===== src/rtl/tile16_pkg.sv =====
package tile16_pkg;

   // Fixed geometry of a 16-bit tiled surface
   localparam int PAGE_LOG   = 6;   // 64x64 pixel page
   localparam int PAGE_BYTES_LOG = 13;
   localparam int BLKW_LOG   = 4;   // block is 16 pixels wide
   localparam int BLKH_LOG   = 3;   // block is 8 pixels tall
   localparam int BLK_BYTES_LOG = 8;
   localparam int BASE_UNIT_LOG = 11; // base pointer counts 2048 bytes

   typedef enum logic [0:0] {
      WK_IDLE = 1'b0,
      WK_RUN  = 1'b1
   } walk_state_e;

   // Block order inside a page: row bits and column bits interleave
   function automatic logic [4:0] blk_perm(input logic [2:0] brow, input logic [1:0] bcol);
      return {brow[2], bcol[1], brow[1], bcol[0], brow[0]};
   endfunction

   // Halfword order inside a block
   function automatic logic [6:0] hw_perm(input logic [2:0] yb, input logic [3:0] xb);
      return {yb[2], yb[1], xb[2], xb[1], yb[0], xb[0], xb[3]};
   endfunction

endpackage


===== src/rtl/tile16_walk_ctrl.sv =====
module tile16_walk_ctrl
   import tile16_pkg::*;
#(
   parameter int COORD_W = 12,
   parameter int BASE_W  = 9,
   parameter int FBW_W   = 6,
   localparam int SIZE_W = COORD_W + 1
) (
   input  logic               clk,
   input  logic               rst_n,
   input  logic               start_i,
   input  logic               tiled_i,
   input  logic [BASE_W-1:0]  base_i,
   input  logic [FBW_W-1:0]   fbw_i,
   input  logic [COORD_W-1:0] org_x_i,
   input  logic [COORD_W-1:0] org_y_i,
   input  logic [SIZE_W-1:0]  size_w_i,
   input  logic [SIZE_W-1:0]  size_h_i,
   input  logic               ready_i,
   output logic [COORD_W-1:0] cur_x_o,
   output logic [COORD_W-1:0] cur_y_o,
   output logic [BASE_W-1:0]  base_o,
   output logic [FBW_W-1:0]   fbw_o,
   output logic               tiled_o,
   output logic               valid_o,
   output logic               done_o
);

   walk_state_e        state_q;
   logic [COORD_W-1:0] ox_q, oy_q;
   logic [SIZE_W-1:0]  w_q, h_q;
   logic [SIZE_W-1:0]  rx_q, ry_q;
   logic [SIZE_W-1:0]  rx_n, ry_n;
   logic [BASE_W-1:0]  base_q;
   logic [FBW_W-1:0]   fbw_q;
   logic               tiled_q;
   logic               valid_q, done_q;
   logic               row_end, empty_req, single_req, accept;

   assign row_end    = (rx_q == w_q - SIZE_W'(1));
   assign empty_req  = (size_w_i == '0) || (size_h_i == '0);
   assign single_req = (size_w_i == SIZE_W'(1)) && (size_h_i == SIZE_W'(1));
   assign accept     = valid_q && ready_i;

   always_comb begin
      if (row_end) begin
         rx_n = '0;
         ry_n = ry_q + SIZE_W'(1);
      end else begin
         rx_n = rx_q + SIZE_W'(1);
         ry_n = ry_q;
      end
   end

   always_ff @(posedge clk or negedge rst_n) begin
      if (!rst_n) begin
         state_q <= WK_IDLE;
         ox_q    <= '0;
         oy_q    <= '0;
         w_q     <= '0;
         h_q     <= '0;
         rx_q    <= '0;
         ry_q    <= '0;
         base_q  <= '0;
         fbw_q   <= '0;
         tiled_q <= 1'b0;
         valid_q <= 1'b0;
         done_q  <= 1'b0;
      end else begin
         case (state_q)
            WK_IDLE: begin
               done_q <= 1'b0;
               if (start_i) begin
                  ox_q    <= org_x_i;
                  oy_q    <= org_y_i;
                  w_q     <= size_w_i;
                  h_q     <= size_h_i;
                  base_q  <= base_i;
                  fbw_q   <= fbw_i;
                  tiled_q <= tiled_i;
                  rx_q    <= '0;
                  ry_q    <= '0;
                  if (empty_req) begin
                     done_q <= 1'b1;
                  end else begin
                     state_q <= WK_RUN;
                     valid_q <= 1'b1;
                     done_q  <= single_req;
                  end
               end
            end
            default: begin
               if (accept) begin
                  if (done_q) begin
                     state_q <= WK_IDLE;
                     valid_q <= 1'b0;
                     done_q  <= 1'b0;
                  end else begin
                     rx_q   <= rx_n;
                     ry_q   <= ry_n;
                     done_q <= (rx_n == w_q - SIZE_W'(1)) && (ry_n == h_q - SIZE_W'(1));
                  end
               end
            end
         endcase
      end
   end

   assign cur_x_o = ox_q + rx_q[COORD_W-1:0];
   assign cur_y_o = oy_q + ry_q[COORD_W-1:0];
   assign base_o  = base_q;
   assign fbw_o   = fbw_q;
   assign tiled_o = tiled_q;
   assign valid_o = valid_q;
   assign done_o  = done_q;

   AST_HOLD_STALL: assert property (@(posedge clk) disable iff (!rst_n)
      valid_q && !ready_i |=> valid_q && $stable(cur_x_o) && $stable(cur_y_o) && $stable(done_q));

   AST_DONE_RETIRES: assert property (@(posedge clk) disable iff (!rst_n)
      valid_q && done_q && ready_i |=> !valid_q && !done_q);

   AST_EMPTY_NO_BEAT: assert property (@(posedge clk) disable iff (!rst_n)
      state_q == WK_IDLE && start_i && empty_req |=> done_q && !valid_q);

   AST_FIRST_AT_ORIGIN: assert property (@(posedge clk) disable iff (!rst_n)
      state_q == WK_IDLE && start_i && !empty_req
      |=> valid_q && cur_x_o == $past(org_x_i) && cur_y_o == $past(org_y_i));

   AST_BUSY_START_IGNORED: assert property (@(posedge clk) disable iff (!rst_n)
      state_q == WK_RUN && start_i && !accept |=> valid_q && $stable(ox_q) && $stable(w_q));

endmodule


===== src/rtl/tile16_tiled_addr.sv =====
module tile16_tiled_addr
   import tile16_pkg::*;
#(
   parameter int COORD_W = 12,
   parameter int BASE_W  = 9,
   parameter int FBW_W   = 6,
   parameter int ADDR_W  = 32
) (
   input  logic [COORD_W-1:0] x_i,
   input  logic [COORD_W-1:0] y_i,
   input  logic [BASE_W-1:0]  base_i,
   input  logic [FBW_W-1:0]   fbw_i,
   output logic [ADDR_W-1:0]  addr_o
);

   localparam int PG_W  = COORD_W - PAGE_LOG;
   localparam int PIX_W = PG_W + FBW_W + 1;

   logic [PG_W-1:0]   pg_x, pg_y;
   logic [PIX_W-1:0]  page_idx;
   logic [2:0]        brow;
   logic [1:0]        bcol;
   logic [4:0]        blk_idx;
   logic [6:0]        hw_idx;
   logic [ADDR_W-1:0] base_bytes, page_bytes, blk_bytes, hw_bytes;

   assign pg_x = x_i[COORD_W-1:PAGE_LOG];
   assign pg_y = y_i[COORD_W-1:PAGE_LOG];
   assign page_idx = PIX_W'(pg_y) * PIX_W'(fbw_i) + PIX_W'(pg_x);

   assign bcol = x_i[PAGE_LOG-1:BLKW_LOG];
   assign brow = y_i[PAGE_LOG-1:BLKH_LOG];
   assign blk_idx = blk_perm(brow, bcol);
   assign hw_idx  = hw_perm(y_i[BLKH_LOG-1:0], x_i[BLKW_LOG-1:0]);

   assign base_bytes = ADDR_W'(base_i)   << BASE_UNIT_LOG;
   assign page_bytes = ADDR_W'(page_idx) << PAGE_BYTES_LOG;
   assign blk_bytes  = ADDR_W'(blk_idx)  << BLK_BYTES_LOG;
   assign hw_bytes   = ADDR_W'(hw_idx)   << 1;

   assign addr_o = base_bytes + page_bytes + blk_bytes + hw_bytes;

endmodule


===== src/rtl/tile16_linear_addr.sv =====
module tile16_linear_addr
   import tile16_pkg::*;
#(
   parameter int COORD_W = 12,
   parameter int BASE_W  = 9,
   parameter int FBW_W   = 6,
   parameter int ADDR_W  = 32
) (
   input  logic [COORD_W-1:0] x_i,
   input  logic [COORD_W-1:0] y_i,
   input  logic [BASE_W-1:0]  base_i,
   input  logic [FBW_W-1:0]   fbw_i,
   output logic [ADDR_W-1:0]  addr_o
);

   localparam int ROW_W = FBW_W + PAGE_LOG + COORD_W + 1;

   logic [ROW_W-1:0]  stride_pix;
   logic [ROW_W-1:0]  pix_off;

   assign stride_pix = ROW_W'(fbw_i) << PAGE_LOG;
   assign pix_off    = stride_pix * ROW_W'(y_i) + ROW_W'(x_i);
   assign addr_o     = (ADDR_W'(base_i) << BASE_UNIT_LOG) + (ADDR_W'(pix_off) << 1);

endmodule


===== src/rtl/tile16_addr_walker.sv =====
module tile16_addr_walker
   import tile16_pkg::*;
#(
   parameter int COORD_W   = 12,
   parameter int BASE_W    = 9,
   parameter int FBW_W     = 6,
   parameter int ADDR_W    = 32,
   parameter bit LINEAR_EN = 1'b1,
   localparam int SIZE_W   = COORD_W + 1
) (
   input  logic               clk,
   input  logic               rst_n,
   input  logic               start_i,
   input  logic               tiled_i,
   input  logic [BASE_W-1:0]  base_i,
   input  logic [FBW_W-1:0]   fbw_i,
   input  logic [COORD_W-1:0] org_x_i,
   input  logic [COORD_W-1:0] org_y_i,
   input  logic [SIZE_W-1:0]  size_w_i,
   input  logic [SIZE_W-1:0]  size_h_i,
   input  logic               ready_i,
   output logic [ADDR_W-1:0]  addr_o,
   output logic               valid_o,
   output logic [COORD_W-1:0] pix_x_o,
   output logic [COORD_W-1:0] pix_y_o,
   output logic               done_o
);

   // Elaboration checks on the parameter set
   if (COORD_W <= PAGE_LOG) begin : g_bad_coord
      $error("COORD_W must exceed the page size exponent");
   end
   if (ADDR_W < (COORD_W - PAGE_LOG) + FBW_W + 1 + PAGE_BYTES_LOG) begin : g_bad_addr_t
      $error("ADDR_W too narrow for the tiled page range");
   end
   if (ADDR_W < BASE_W + BASE_UNIT_LOG + 1) begin : g_bad_addr_b
      $error("ADDR_W too narrow for the base pointer");
   end
   if (LINEAR_EN && ADDR_W < FBW_W + PAGE_LOG + COORD_W + 2) begin : g_bad_addr_l
      $error("ADDR_W too narrow for the linear range");
   end

   logic [COORD_W-1:0] cur_x, cur_y;
   logic [BASE_W-1:0]  job_base;
   logic [FBW_W-1:0]   job_fbw;
   logic               job_tiled;
   logic [ADDR_W-1:0]  tiled_addr;

   tile16_walk_ctrl #(
      .COORD_W (COORD_W),
      .BASE_W  (BASE_W),
      .FBW_W   (FBW_W)
   ) walk_u (
      .clk      (clk),
      .rst_n    (rst_n),
      .start_i  (start_i),
      .tiled_i  (tiled_i),
      .base_i   (base_i),
      .fbw_i    (fbw_i),
      .org_x_i  (org_x_i),
      .org_y_i  (org_y_i),
      .size_w_i (size_w_i),
      .size_h_i (size_h_i),
      .ready_i  (ready_i),
      .cur_x_o  (cur_x),
      .cur_y_o  (cur_y),
      .base_o   (job_base),
      .fbw_o    (job_fbw),
      .tiled_o  (job_tiled),
      .valid_o  (valid_o),
      .done_o   (done_o)
   );

   tile16_tiled_addr #(
      .COORD_W (COORD_W),
      .BASE_W  (BASE_W),
      .FBW_W   (FBW_W),
      .ADDR_W  (ADDR_W)
   ) tiled_u (
      .x_i    (cur_x),
      .y_i    (cur_y),
      .base_i (job_base),
      .fbw_i  (job_fbw),
      .addr_o (tiled_addr)
   );

   if (LINEAR_EN) begin : g_linear
      logic [ADDR_W-1:0] linear_addr;

      tile16_linear_addr #(
         .COORD_W (COORD_W),
         .BASE_W  (BASE_W),
         .FBW_W   (FBW_W),
         .ADDR_W  (ADDR_W)
      ) linear_u (
         .x_i    (cur_x),
         .y_i    (cur_y),
         .base_i (job_base),
         .fbw_i  (job_fbw),
         .addr_o (linear_addr)
      );

      assign addr_o = job_tiled ? tiled_addr : linear_addr;
   end else begin : g_tiled_only
      assign addr_o = tiled_addr;
   end

   assign pix_x_o = cur_x;
   assign pix_y_o = cur_y;

   AST_EVEN_ADDR: assert property (@(posedge clk) disable iff (!rst_n)
      valid_o |-> !addr_o[0]);

   AST_RASTER_STEP: assert property (@(posedge clk) disable iff (!rst_n)
      valid_o && ready_i && !done_o
      |=> valid_o && (pix_x_o == $past(pix_x_o) + COORD_W'(1) || pix_y_o == $past(pix_y_o) + COORD_W'(1)));

   AST_IDLE_QUIET: assert property (@(posedge clk) disable iff (!rst_n)
      !valid_o && !start_i |=> !valid_o);

endmodule


===== config.mk =====
export PLATFORM = sky130hd
export DESIGN_NAME = tile16_addr_walker
export DESIGN_NICKNAME = d
export VERILOG_FILES = /design/src/rtl/tile16_pkg.sv /design/src/rtl/tile16_walk_ctrl.sv /design/src/rtl/tile16_tiled_addr.sv /design/src/rtl/tile16_linear_addr.sv /design/src/rtl/tile16_addr_walker.sv
export SDC_FILE = /design/constraint.sdc
export NUM_CORES = 1
export LEC_CHECK = 0
export ABC_AREA = 1
export BUFFER_PORTS_ARGS = -buffer_cell sky130_fd_sc_hd__buf_4
export CAP_MARGIN = 20
export CORE_MARGIN = 4
export CORE_UTILIZATION = 45
export DETAILED_ROUTE_END_ITERATION = 10
export RECOVER_POWER = 25
export SLEW_MARGIN = 20
export SYNTH_ARGS = -nofsm -noshare
export SYNTH_HDL_FRONTEND = slang
export SYNTH_SLANG_ARGS = --single-unit

===== constraint.sdc =====
create_clock -name clk -period 7.85 [get_ports clk]
set_input_delay 0.785 -clock clk [delete_from_list [all_inputs] [get_ports clk]]
set_output_delay 0.785 -clock clk [all_outputs]
set_load 0.005 [all_outputs]

# Word level (Yosys, flattened, before mapping)
# Index checks and enable logic that the tools add are counted.
# totals
regBits,95
input_bits,70
out_inout_bits,58
elab_cells,71
# classes
addsub,12
multipliers,2
eq_ne,9
n_mux,25
bitwise,1
n_reduce_logical,10
# op_table
op,n
13-bit two-way mux,9
20-bit by 26-bit adder with 27-bit output,2
13-bit equality test,3
32-bit two-way mux,1
28-bit by 8-bit adder with 29-bit output,1
27-bit by 13-bit adder with 28-bit output,1
"13-bit by 1-bit adder with 13-bit output, second input constant",2
"13-bit by 1-bit equality test with 1-bit output, second input constant",2
13-bit logical NOT,2
"13-bit by 1-bit subtractor with 13-bit output, second input constant",2
25-bit by 12-bit adder with 25-bit output,1
12-bit adder,2
6-bit by 12-bit multiplier with 18-bit output,1
1-bit two-way mux,15
12-bit by 6-bit adder with 13-bit output,1
6-bit by 6-bit multiplier with 12-bit output,1
"2-bit != test, second input constant",3
4-bit AND reduction,1
1-bit logical AND,3
3-bit AND reduction,1
"2-bit by 1-bit != test with 1-bit output, second input constant",1
2-bit AND reduction,1
2-bit nonzero test,1
1-bit logical OR,1
1-bit inverter,1

# Longest topological paths before layout
# Gate-level depths: netlist (run 1).
# depth
ltp_word,8
ltp_mapped,40
ltp_nobuf,40

# Cells and area by module
# Synthesis (run 1) repeated with hierarchy kept, for this count alone.
# unflattened
hier_cells,2040
area_unflattened_um2,13294.0
# by_module_without_submodules
module,instances,cells_each,area_each_um2,seq_area_each_um2
tile16_walk_ctrl,1,976,6708.9,2377.3
tile16_linear_addr,1,614,3849.9,0.0
tile16_tiled_addr,1,346,2243.4,0.0
tile16_addr_walker,1,104,491.7,0.0

# Worst setup path after synthesis (run 1)
# Ideal clock, no wire load.
# synth_timing
path_type,reg-to-output
startpoint,register walk_u.ry_q[2]
endpoint,output addr_o[24]
t_arrival_ns,6.568
t_required_ns,7.065
slack_ns,0.497
path_stages_with_launch,38
path_buffers,0
cell_sequence,dfrtp_1 -> ha_1 -> nand3_1 -> and2_1 -> or2_2 -> nand2_1 -> a21oi_1 -> or2_2 -> nand2_1 -> inv_1 -> nand2_1 -> fa_1 -> fa_1 -> fa_1 -> inv_1 -> ha_1 -> xnor2_1 -> ha_1 -> [... 2 more ...] -> nand3_1 -> nor2_1 -> nor2_1 -> ha_1 -> nand2_1 -> o21ai_0 -> nand2_1 -> nand2_1 -> a21oi_1 -> nor2_1 -> nor2_1 -> o21ai_0 -> inv_1 -> nor3_2 -> nand3_1 -> nand2_1 -> nand3_1 -> nand2_1
# synth_via
elab_cells_between_ends,10
cone_classes,7 x add/sub; 2 x mul; 1 x mux
# synth_rtl
element,line_no,rtl
start: declaration,tile16_walk_ctrl.sv:32,"logic [SIZE_W-1:0] rx_q, ry_q;"
start signal: assignment,tile16_walk_ctrl.sv:100,ry_q <= ry_n;
12-bit adder *,tile16_walk_ctrl.sv:110,assign cur_y_o = oy_q + ry_q[COORD_W-1:0];
net pix_y_o[5],tile16_addr_walker.sv:25,"output logic [COORD_W-1:0] pix_y_o,"
6-bit by 12-bit multiplier with 18-bit output,tile16_linear_addr.sv:22,assign pix_off = stride_pix * ROW_W'(y_i) + ROW_W'(x_i);
25-bit by 12-bit adder with 25-bit output,tile16_linear_addr.sv:22,
20-bit by 26-bit adder with 27-bit output,tile16_linear_addr.sv:23,assign addr_o = (ADDR_W'(base_i) << BASE_UNIT_LOG) + (ADDR_W'(pix_off) << 1);
32-bit two-way mux *,tile16_addr_walker.sv:103,assign addr_o = job_tiled ? tiled_addr : linear_addr;
end: declaration,tile16_addr_walker.sv:22,"output logic [ADDR_W-1:0] addr_o,"
# Mark *: on every way through the listed nets, which the timed path passes. The rest lies on a longest branch.

# Worst setup path in the final report (run 1)
# layout_timing
startpoint,register walk_u.ry_q[0]
endpoint,output addr_o[25]
# layout_via
elab_chain_len,7
elab_cells_between_ends,10
cone_classes,7 x add/sub; 2 x mul; 1 x mux
# layout_lines
element,line_no,rtl
12-bit adder *,tile16_walk_ctrl.sv:110,
6-bit by 6-bit multiplier with 12-bit output,tile16_tiled_addr.sv:29,assign page_idx = PIX_W'(pg_y) * PIX_W'(fbw_i) + PIX_W'(pg_x);
12-bit by 6-bit adder with 13-bit output,tile16_tiled_addr.sv:29,
20-bit by 26-bit adder with 27-bit output,tile16_tiled_addr.sv:41,assign addr_o = base_bytes + page_bytes + blk_bytes + hw_bytes;
27-bit by 13-bit adder with 28-bit output,tile16_tiled_addr.sv:41,
28-bit by 8-bit adder with 29-bit output,tile16_tiled_addr.sv:41,
32-bit two-way mux *,tile16_addr_walker.sv:103,
# Every way passes the cells marked *; elsewhere a longest branch is shown, timed or not.

==> results of run 1 <==
==> metal layers <==
metal / up-vias / global-route usage / wire length (um)
met5: - / 0 / 0
met4: 0 / 0.0717 / 1060
met3: 60 / 0.0269 / 998
met2: 206 / 0.407 / 16100
met1: 5015 / 0.274 / 14000
li1: 5472 / - / -
==> how the worst max path moves through the flow <==
stage | startpoint | end | slack [ps] | depth (start not counted)
after global routing | walk_u.ry_q[0] | addr_o[25] | -350 | 38
after CTS | walk_u.oy_q[0] | addr_o[24] | -7 | 39
after floorplan | walk_u.ry_q[2] | addr_o[24] | 500 | 37
after detailed placement | walk_u.ry_q[2] | addr_o[24] | 40 | 38
after global placement | walk_u.ry_q[2] | addr_o[24] | 160 | 38
final | walk_u.ry_q[0] | addr_o[25] | 80 | 41
==> stage by stage <==
| step | hold slack, ps | setup TNS (ps) | worst slack (ps) |
|---|---|---|---|
| after floorplan | 453 | 0 | 497 |
| after global placement | 468 | 0 | 159 |
| after detailed placement | 470 | 0 | 35.1 |
| after CTS | 446 | -6.99 | -6.99 |
| after global routing | 508 | -1170 | -355 |
| final | 482 | 0 | 76.3 |
==> cell usage in the layout (no fill, tap or decap), types with 8 or more instances in the layout <==
cell type / netlist / routed
inv_2: 3 / 15
buf_4: 6 / 156
nand2_4: 5 / 9
clkinv_1: 8 / 8
nand2_1: 490 / 466
clkbuf_16: 0 / 9
dfrtp_1: 95 / 94
nand3_1: 96 / 93
o21ai_0: 68 / 54
nor3_1: 14 / 13
a21oi_1: 51 / 41
o22ai_1: 30 / 30
ha_1: 101 / 83
a21oi_2: 1 / 8
nor2_2: 3 / 18
nand2_2: 15 / 35
o21ai_1: 3 / 11
xnor2_1: 26 / 22
ha_4: 0 / 15
nor2_1: 141 / 123
nand4_1: 27 / 27
xor2_1: 56 / 51
fa_1: 55 / 54
inv_1: 274 / 262
==> layout make-up <==
class	count	area [um2]	share of cell area
inverters	285	1070	0.0786
multi-input cells	1247	8240	0.605
well taps	324	405	0.0298
clock inverters	5	83.8	0.00616
repair buffers	162	1200	0.0886
clock buffers	9	225	0.0166
flip-flops and latches	95	2380	0.175
==> worst max-delay path, delay by kind of cell, from the launching register on <==
family	cells	cell delay [ps]
xor+xnor	2	370
flops	1	360
buf+inv	7	550
fa+ha+maj	8	2890
compound gates	7	720
simple gates	17	1730
==> what timing repair did <==
action | CTS | global route
hold endpoints to repair | 0 | 0
setup endpoints to repair | 7 | 8
pin swaps | 21 | 77
gates resized for setup | 27 | 114
buffers inserted | 6 | 18
==> power breakdown <==
| group | switching, mW | leakage [nW] | internal, mW |
|---|---|---|---|
| registers | 0 | 1.07 | 0.489 |
| clock network | 0.206 | 0.144 | 0.277 |
| logic | 0.0192 | 6.65 | 0.0221 |
==> kinds of logic (layout without fill, tap and decap cells) <==
kind of cell | Yosys count | in the layout | share of synthesized area
AO/OA/AOI/OAI | 176 | 176 | 0.0872
XOR/XNOR | 82 | 82 | 0.0640
adder cells (fa/ha/maj) | 156 | 156 | 0.211
buffers and inverters | 317 | 461 | 0.109
flip-flops | 95 | 95 | 0.212
other | 1 | 6 | 0.000334
AND/OR/NAND/NOR | 827 | 827 | 0.317
==> state kept, by name, summed over array words and instances (netlist names) <==
name,cells
walk_u.h_q,13
walk_u.rx_q,13
walk_u.ry_q,13
walk_u.w_q,13
walk_u.ox_q,12
walk_u.oy_q,12
walk_u.base_o,9
walk_u.fbw_o,6
walk_u.done_o,1
walk_u.state_q,1
walk_u.tiled_o,1
walk_u.valid_o,1
==> key figures, run 1 <==
Cells and area
  – Nets: just over 2,000
  – Antenna diodes: 0
  – Layout fillers: 2,425
  – Design Area, Final: around 14,000 um2
  – Share of post-route cells with drive strength above 1: 0.181
  – Final core occ: 0.556
  – Layout Cells excl Fill: 2,127
  – Area Overhead vs Synth: 21.2%

Critical path
  – Peak per-stage delay on the critical path: 520 ps
  – Crit. End Element: primary output
  – FF-to-FF path depth: 7
  – CP Max Fanout: 4
  – R2R setup slack: 4220 ps
  – Worst Setup Start Kind: register
  – Crit-path slowest cell: fa_1
  – Reg2reg end: walk_u.w_q[0]
  – CP arrival: 6990 ps
  – Worst EP required: 7070 ps
  – Reg2reg start: walk_u.state_q
  – Critical path class: register to primary output

Synth
  – Sequential-to-total area share from yosys stat: 0.212
  – Post-synth EDFFs: 0
  – Yosys reg bits: between 90 and 100
  – Async SR Flop Fraction: 1.00
  – Avg Cell Area, Syn: 6.79 um2
  – Most frequent cell after synthesis: nand2_1
  – Top_reg_cell synth: dfrtp_1
  – Distinct cells, synth: 44
  – Gate Count Post-Synth: 1,654
  – Synth area leader: dfrtp_1
  – Synth top cells by count: nand2_1 (490), inv_1 (274), nor2_1 (141), ha_1 (101), nand3_1 (96)
  – Synth Cell Area: approximately 11,000 um2
  – Synth Warn #: 0
  – Yosys top cell area share: 0.212
  – Synth top area cells: dfrtp_1 (21%), nand2_1 (16%), ha_1 (11%), fa_1 (9.8%), inv_1 (9.2%)

Worst hold path
  – Hold path start: walk_u.ox_q[7]
  – Worst hold path stage count: 2
  – Hold WC Path Type: register to register
  – Hold Path End: walk_u.ox_q[7]

Floorplanning
  – Starting Density: 0.459
  – Placeable Area: 24,500 um2
  – Die footprint: 27,500 um2
  – Top-Level Pins: ~130
  – Chip Width: 166 um
  – Die span in y: 166 um
  – Row cnt: 57

Clock network
  – TritonCTS clock tree: yes
  – Clock transition at path regs: approximately 70 ps
  – CTS buffer count: 9
  – Clock sinks: 95
  – Cts hold-fix bufs: 0
  – Clk_lat worst skew: roughly 350 ps
  – Clock Path Buffers: 2
  – H-tree depth: 3
  – Root Driver: clkbuf_16

STA
  – Max transition margin: -0.830
  – Pins Over Slew Limit: 131
  – Final setup vio count: 0
  – Final Hold Violating Endpoints: 0
  – Max Clk Rate: 0.129 GHz
  – Crit share post-route: 0.990
  – Fin crit period: approximately 7800 ps
  – Skew final: 10.3 ps
  – Worst Tran Pin Value: 2740 ps
  – RSZ-0062 raised after global routing: true

Routing
  – Router iterations before antenna repair: 5
  – Antenna Nets Post-Route: 0
  – Via/cell ratio: 5.06
  – Routed vias: 10,800
  – Per-cell routed wire length: 15.1 um
  – Number of remaining DRC errors: 0
  – Initial DRC Count: between 500 and 600
  – Final wirelength: 32,100 um

Global route
  – Total Routing Usage GR: 0.223
  – Vias in the first global route: around 10,000
  – First-pass GRT wire length: 50,800 um
  – Initial antenna violation count: 0
  – Largest net degree at the start of global routing: 80
  – Gr ovfl total: 0

Power
  – Power Dens Cells: 74.5 nW/um2
  – P_leak: 7.86 nW
  – Worst vdd ir: 0.0952 mV
  – Total power: ~1.0 mW

Placement
  – # port buffers: 121
  – Placed instance count: 2,089
  – Placed cell area: 12,500 um2
  – GPL Wtd Cong: 0.964
  – Final HPWL DP: 25,500 um

Flow run
  – MaxCap Viol Count: 3

Run status
  – Failing checks: capacitance limit, slew limit
  – Status: complete, but fails checks
No activity file was read; power rests on OpenSTA's default activity.
==> inputs of run 2 (changes only) <==
- PLACE_DENSITY: unset -> 0.66
- clock period: 7.85 -> 6.95 ns (I/O delays scaled with it)
==> run 2 against run 1 <==
The run ends with capacitance limit, slew limit, setup timing left. Worst hold slack gained 4.5 ps. Clock power grew 15%. Critical path depth shrank 4. Clock skew grew 12 ps. Worst setup slack lost 750 ps. Global-route usage grew 1.0 points. Die area is the same. Critical path type unchanged. Largest cell class unchanged. Largest power group is now clock. Highest routed layer unchanged.
==> key figures, run 2 (synthesis results as in run 1) <==
STA
  – Final Hold Violating Endpoints: 0 (unchanged)
  – Max Clk Rate: 0.131 GHz
  – Fin crit period: 7620 ps
  – Final setup vio count: 10 (+10)
  – Hold Slack: 487 ps (+4.48 ps)
  – Post-route setup slack: -675 ps (-751 ps)
  – Crit share post-route: 1.10
  – Pins Over Slew Limit: 151 (+15%)
  – Max transition margin: -1.01 (-0.181)
  – Worst Tran Pin Value: 3020 ps (+272 ps)
  – Setup_tns: -5200 ps (-5200 ps)
  – Skew final: 22.1 ps (+11.7 ps)
  – RSZ-0062 raised after global routing: true

Floorplanning
  – Chip Width: 166 um (unchanged)
  – Die span in y: 166 um (unchanged)
  – Top-Level Pins: 128 (unchanged)
  – Row cnt: 57 (unchanged)
  – Starting Density: 0.459 (unchanged)
  – Die footprint: 27,500 um2 (unchanged)
  – Placeable Area: 24,500 um2 (unchanged)

Cells and area
  – Layout fillers: 2,200 (-9.3%)
  – Antenna diodes: 0 (unchanged)
  – Commonest non-fill, non-tap cell in the layout: nand2_1
  – FF/Latch Area: 2380 um2 (unchanged)
  – Area of the multi-input gates: 8530 um2 (+3.5%)
  – Commonest non-fill, non-tap cells in the layout: nand2_1 (458), buf_4 (269), inv_1 (257)
  – Area Overhead vs Synth: 32.6%
  – Final core occ: 0.608 (+0.0523)
  – Share of post-route cells with drive strength above 1: 0.257 (+0.0761)
  – Nets: 2,148 (+6.0%)

Placement
  – # port buffers: 121 (unchanged)
  – GPL Wtd Cong: 0.921 (-4.4%)
  – Final HPWL DP: 25,200 um (-1.2%)

Global route
  – Vias in the first global route: 11,400 (+10%)
  – Total Routing Usage GR: 0.233 (+0.0100)
  – Gr ovfl total: 0 (unchanged)
  – First-pass GRT wire length: 53,700 um (+5.8%)
  – Largest net degree at the start of global routing: 70 (-13%)
  – Initial antenna violation count: 0 (unchanged)

Clock network
  – Root Driver: clkbuf_16
  – Clock Path Buffers: 2 (unchanged)
  – H-tree depth: 3 (unchanged)
  – TritonCTS clock tree: yes
  – Clock transition at path regs: 80 ps (about the same)
  – CTS buffer count: 9 (unchanged)
  – Clock sinks: 95 (unchanged)
  – Clk_lat worst skew: 370 ps (+20 ps)

Power
  – Combinational Power Share: 0.040 (about the same)
  – Internal power: 0.876 mW (+11%)
  – Sequential power share: 0.478 (-0.005)
  – Sw Ratio: 0.242 (+0.0204)
  – Net Sw Power: 0.280 mW (+25%)
  – Clk pwr share: 0.482 (+0.005)
  – Power Dens Cells: 77.6 nW/um2 (+4.2%)
  – Worst vdd ir: 0.109 mV (+15%)
  – P_leak: 8.57 nW (+9.0%)

Critical path
  – CP arrival: 6930 ps (-60 ps)
  – Crit-path slowest cell: fa_1
  – CP Buf/Inv Count: 4 (-3)
  – Critical path class: register to primary output
  – Most frequent CP cell: nand2_2
  – Worst Setup Start Kind: register
  – Peak per-stage delay on the critical path: 540 ps (+20 ps)
  – Reg2reg start: walk_u.state_q
  – Crit. End Element: primary output
  – Delay-heaviest family, CP: adder cells
  – CP Launch Point: walk_u.oy_q[0]
  – Worst EP required: 6250 ps (-820 ps)
  – CP Max Fanout: 4 (unchanged)

Run status
  – Status: complete, but fails checks
  – Failing checks: capacitance limit, slew limit, setup timing

Flow run
  – MaxCap Viol Count: 3 (unchanged)

Routing
  – Initial DRC Count: 688 (+17%)
  – Antenna Nets Post-Route: 0 (unchanged)
  – Final wirelength: 33,500 um (+4.3%)
  – Routed vias: 11,500 (+6.7%)
  – Per-cell routed wire length: 14.9 um (-1.4%)
  – Router iterations before antenna repair: 5 (unchanged)
  – Number of remaining DRC errors: 0 (unchanged)
  – Via/cell ratio: 5.10 (+0.86%)

Worst hold path
  – Hold path start: walk_u.ox_q[4]
  – Hold WC Path Type: register to register
==> run 2: cell count changes in the layout (fill, tap and decap cells not counted), moves of 5 or more <==
cell | previous run | this run
nor2_1 | 123 | 114
nand2_1 | 466 | 458
a21oi_1 | 41 | 33
nor2_4 | 7 | 15
buf_4 | 156 | 269
inv_1 | 262 | 257
buf_6 | 1 | 10
==> run 2: power groups by stage <==
stage	Clock, mW	Combinational [mW]	Sequential (mW)
after CTS	0.570	0.0484	0.552
after global routing	0.591	0.0518	0.552
after global placement	0	0.0482	0.563
after detailed placement	0	0.0484	0.563
after floorplan	0	0.00523	0.563
final	0.557	0.0465	0.552
==> run 2: metal layers <==
metal  part of all wire  vias to the layer above  track usage
li1                   -                     5732            -
met1               0.42                     5392        0.284
met2               0.50                      284        0.428
met3              0.040                       70       0.0305
met4              0.031                        0       0.0710
met5                  0                        -            0
==> run 2: stage by stage <==
stage / std cells / area [um2] / setup slack (ps) / total power [mW]
after detailed placement: 2172 / 13200 / -474 / 0.612
after global placement: 2172 / 13200 / -284 / 0.611
final: 2251 / 14900 / -675 / 1.16
after global routing: 2251 / 14900 / -1140 / 1.20
after CTS: 2230 / 14300 / -652 / 1.17
after floorplan: 1659 / 11300 / 14.0 / 0.569
==> run 2: what timing repair did <==
action                                  in CTS  in global routing
endpoints found under the setup margin      10                 13
hold buffers                                 0                  0
pin swaps                                   84                 81
gates resized for setup                     92                101
setup buffers                               46                 22
==> run 2: cell type report <==
class                      instances  area share
clock inverter                     6     0.00588
clock buffer                      10      0.0161
inverter                         285      0.0722
sequential                        95       0.160
tap                              324      0.0272
timing repair buffer             284       0.146
multi-input combinational       1247       0.573
==> run 2: path summary, 6_finish.rpt <==
| check | to | slack, ps | depth (start not counted) |
|---|---|---|---|
| setup reg to reg | walk_u.ry_q[0] | 2680 | 5 |
| setup / recovery | addr_o[24] | -670 | 37 |
| hold / removal | walk_u.ox_q[4] | 490 | 2 |
| max in group asynchronous | walk_u.ry_q[2] | 1990 | 2 |
| min in group asynchronous | walk_u.w_q[1] | 980 | 1 |
| hold reg to reg | walk_u.ox_q[4] | 490 | 2 |
==> run 2: worst reg2reg max path, delay by kind of cell (launching register included) <==
kind | cells | cell delay [ps]
compound gates | 1 | 530
buf+inv | 2 | 1850
flops | 1 | 360
simple gates | 2 | 1410
==> inputs of run 3 (changes only) <==
- CELL_PAD_IN_SITES_DETAIL_PLACEMENT: unset -> 1
- CELL_PAD_IN_SITES_GLOBAL_PLACEMENT: unset -> 2
- CORE_UTILIZATION: 45 -> 31
- PLACE_DENSITY: 0.66 -> unset
- PLACE_DENSITY_LB_ADDON: unset -> 0.1
==> run 3 against run 2 <==
The flow still finishes with violations (capacitance limit, slew limit, setup timing). Die area rose by 43%. Critical path depth up 2. Fmax is 0.29% higher. Non-clock buffer count up 32. Power increased by 0.63%. Sequential power about the same. Sequential cell count did not move. Critical path type unchanged. Largest power group unchanged.
==> key figures, run 3 (synthesis results as in run 1) <==
Critical path
  – Worst Setup Start Kind: register
  – CP arrival: 6910 ps (-20 ps)
  – Worst EP required: 6250 ps (about the same)
  – Crit-path slowest cell: fa_1
  – Crit. End Element: primary output
  – Peak per-stage delay on the critical path: 540 ps (about the same)
  – CP Max Fanout: 4 (unchanged)
  – Critical path class: register to primary output

STA
  – Fin crit period: 7600 ps (-22.1 ps)
  – Worst Tran Pin Value: 2940 ps (-80.9 ps)
  – Crit share post-route: 1.09 (-0.00318)
  – Skew final: 10.3 ps (-11.7 ps)
  – Hold Slack: 492 ps (+5.39 ps)
  – Pins Over Slew Limit: 106 (-30%)
  – Post-route setup slack: -653 ps (+22.1 ps)
  – Final setup vio count: 10 (unchanged)
  – Max transition margin: -0.957 (+0.0539)
  – RSZ-0062 raised after global routing: true
  – Setup_tns: -4750 ps (+451 ps)
  – Max Clk Rate: 0.132 GHz (+0.29%)
  – Final Hold Violating Endpoints: 0 (unchanged)

Power
  – Power Dens Cells: 76.0 nW/um2 (-2.1%)
  – Worst vdd ir: 0.109 mV (about the same)
  – P_leak: 8.67 nW (+1.2%)

Global route
  – First-pass GRT wire length: 62,800 um (+17%)
  – Vias in the first global route: 12,500 (+9.3%)
  – Gr ovfl total: 0 (unchanged)
  – Initial antenna violation count: 0 (unchanged)
  – Total Routing Usage GR: 0.199 (-0.0345)
  – Largest net degree at the start of global routing: 65 (-7.1%)

Worst hold path
  – Hold WC Path Type: register to register

Clock network
  – Clk_lat worst skew: 370 ps (about the same)
  – CTS buffer count: 9 (unchanged)
  – Root Driver: clkbuf_16
  – Cts hold-fix bufs: 0 (unchanged)
  – Clock transition at path regs: 60 ps (-20 ps)
  – Clock sinks: 95 (unchanged)
  – TritonCTS clock tree: yes
  – Clock Path Buffers: 2 (unchanged)
  – H-tree depth: 3 (unchanged)

Routing
  – Antenna Nets Post-Route: 0 (unchanged)
  – Final wirelength: 38,700 um (+15%)
  – Per-cell routed wire length: 16.0 um (+7.4%)
  – Routed vias: 11,500 (-0.12%)
  – Number of remaining DRC errors: 0 (unchanged)
  – Via/cell ratio: 4.74 (-7.1%)
  – Initial DRC Count: 307 (-55%)
  – Router iterations before antenna repair: 5 (unchanged)

Floorplanning
  – Top-Level Pins: 128 (unchanged)
  – Die span in y: 198 um (+19%)
  – Row cnt: 69 (+21%)
  – Placeable Area: 35,700 um2 (+46%)
  – Die footprint: 39,300 um2 (+43%)
  – Starting Density: 0.315 (-0.144)
  – Chip Width: 198 um (+19%)

Placement
  – Final HPWL DP: 31,500 um (+25%)
  – GPL Wtd Cong: 0.848 (-8.0%)
  – # port buffers: 121 (unchanged)

Flow run
  – MaxCap Viol Count: 2 (-1)

Run status
  – Failing checks: capacitance limit, slew limit, setup timing
  – Status: complete, but fails checks

Cells and area
  – Share of post-route cells with drive strength above 1: 0.281 (+0.0245)
  – Area Overhead vs Synth: 36.3%
  – Layout fillers: 4,494 (+100%)
  – Commonest non-fill, non-tap cell in the layout: nand2_1
  – Commonest non-fill, non-tap cells in the layout: nand2_1 (455), buf_4 (302), inv_1 (249)
  – Nets: 2,180 (+1.5%)
  – Antenna diodes: 0 (unchanged)
==> run 3: what timing repair did <==
action | CTS | global route
pin swaps | 66 | 64
gates resized for setup | 88 | 127
setup endpoints to repair | 12 | 13
endpoints found under the hold margin | 0 | 0
setup buffers | 32 | 18
==> run 3: path summary, 6_finish.rpt <==
path,endpoint,slack [ps],cells after the start,startpoint
worst max-delay path,addr_o[23],-650,39,walk_u.ry_q[0]
worst min-delay path,walk_u.oy_q[10],490,2,walk_u.oy_q[10]
worst max register to register,walk_u.fbw_o[1],2870,7,walk_u.state_q
worst min register to register,walk_u.oy_q[10],490,2,walk_u.oy_q[10]
max in group asynchronous,walk_u.ry_q[2],3820,2,rst_n
min in group asynchronous,walk_u.w_q[3],1260,1,rst_n
==> run 3: critical path: cells and delay by family (launching register included) <==
kind,cells,cell delay (ps)
adders and majority gates,7,2640
and+or+nand+nor,14,1640
buffers and inverters,9,810
AOI/OAI and AO/OA,6,560
xor gates and xnor gates,3,520
DFF,1,360
==> run 3: through the flow <==
step / worst slack (ps) / total power, mW / utilization / instances / cell area [um2]
finish: -653 / 1.16 / 0.429 / 2419 / 15300
global route: -1070 / 1.21 / 0.429 / 2419 / 15300
detailed placement: -596 / 0.613 / 0.387 / 2359 / 13800
CTS: -691 / 1.19 / 0.413 / 2405 / 14700
global placement: -481 / 0.612 / 0.387 / 2359 / 13800
floorplan: 14.0 / 0.569 / - / 1659 / 11300
==> run 3: area by class of cell <==
cell class	count	area, um2	area share
clock inverter	4	70.1	0.00458
timing repair buffer	316	2410	0.157
sequential	95	2380	0.155
multi-input combinational	1247	8550	0.559
tap	461	577	0.0377
inverter	285	1070	0.0702
clock buffer	11	243	0.0159
==> run 3: where the power goes <==
part	leakage (nW)	total, mW	internal, mW	switching, mW
Clock	0.155	0.563	0.323	0.240
Sequential	1.07	0.552	0.552	0
Combinational	7.44	0.0474	0.0253	0.0222
==> run 3: metal layers <==
metal | track usage | part of all wire | vias to the layer above
li1 | - | - | 5785
met1 | 0.233 | 0.42 | 5532
met2 | 0.380 | 0.54 | 106
met3 | 0.0213 | 0.017 | 41
met4 | 0.0564 | 0.018 | 0
met5 | 0 | 0 | -
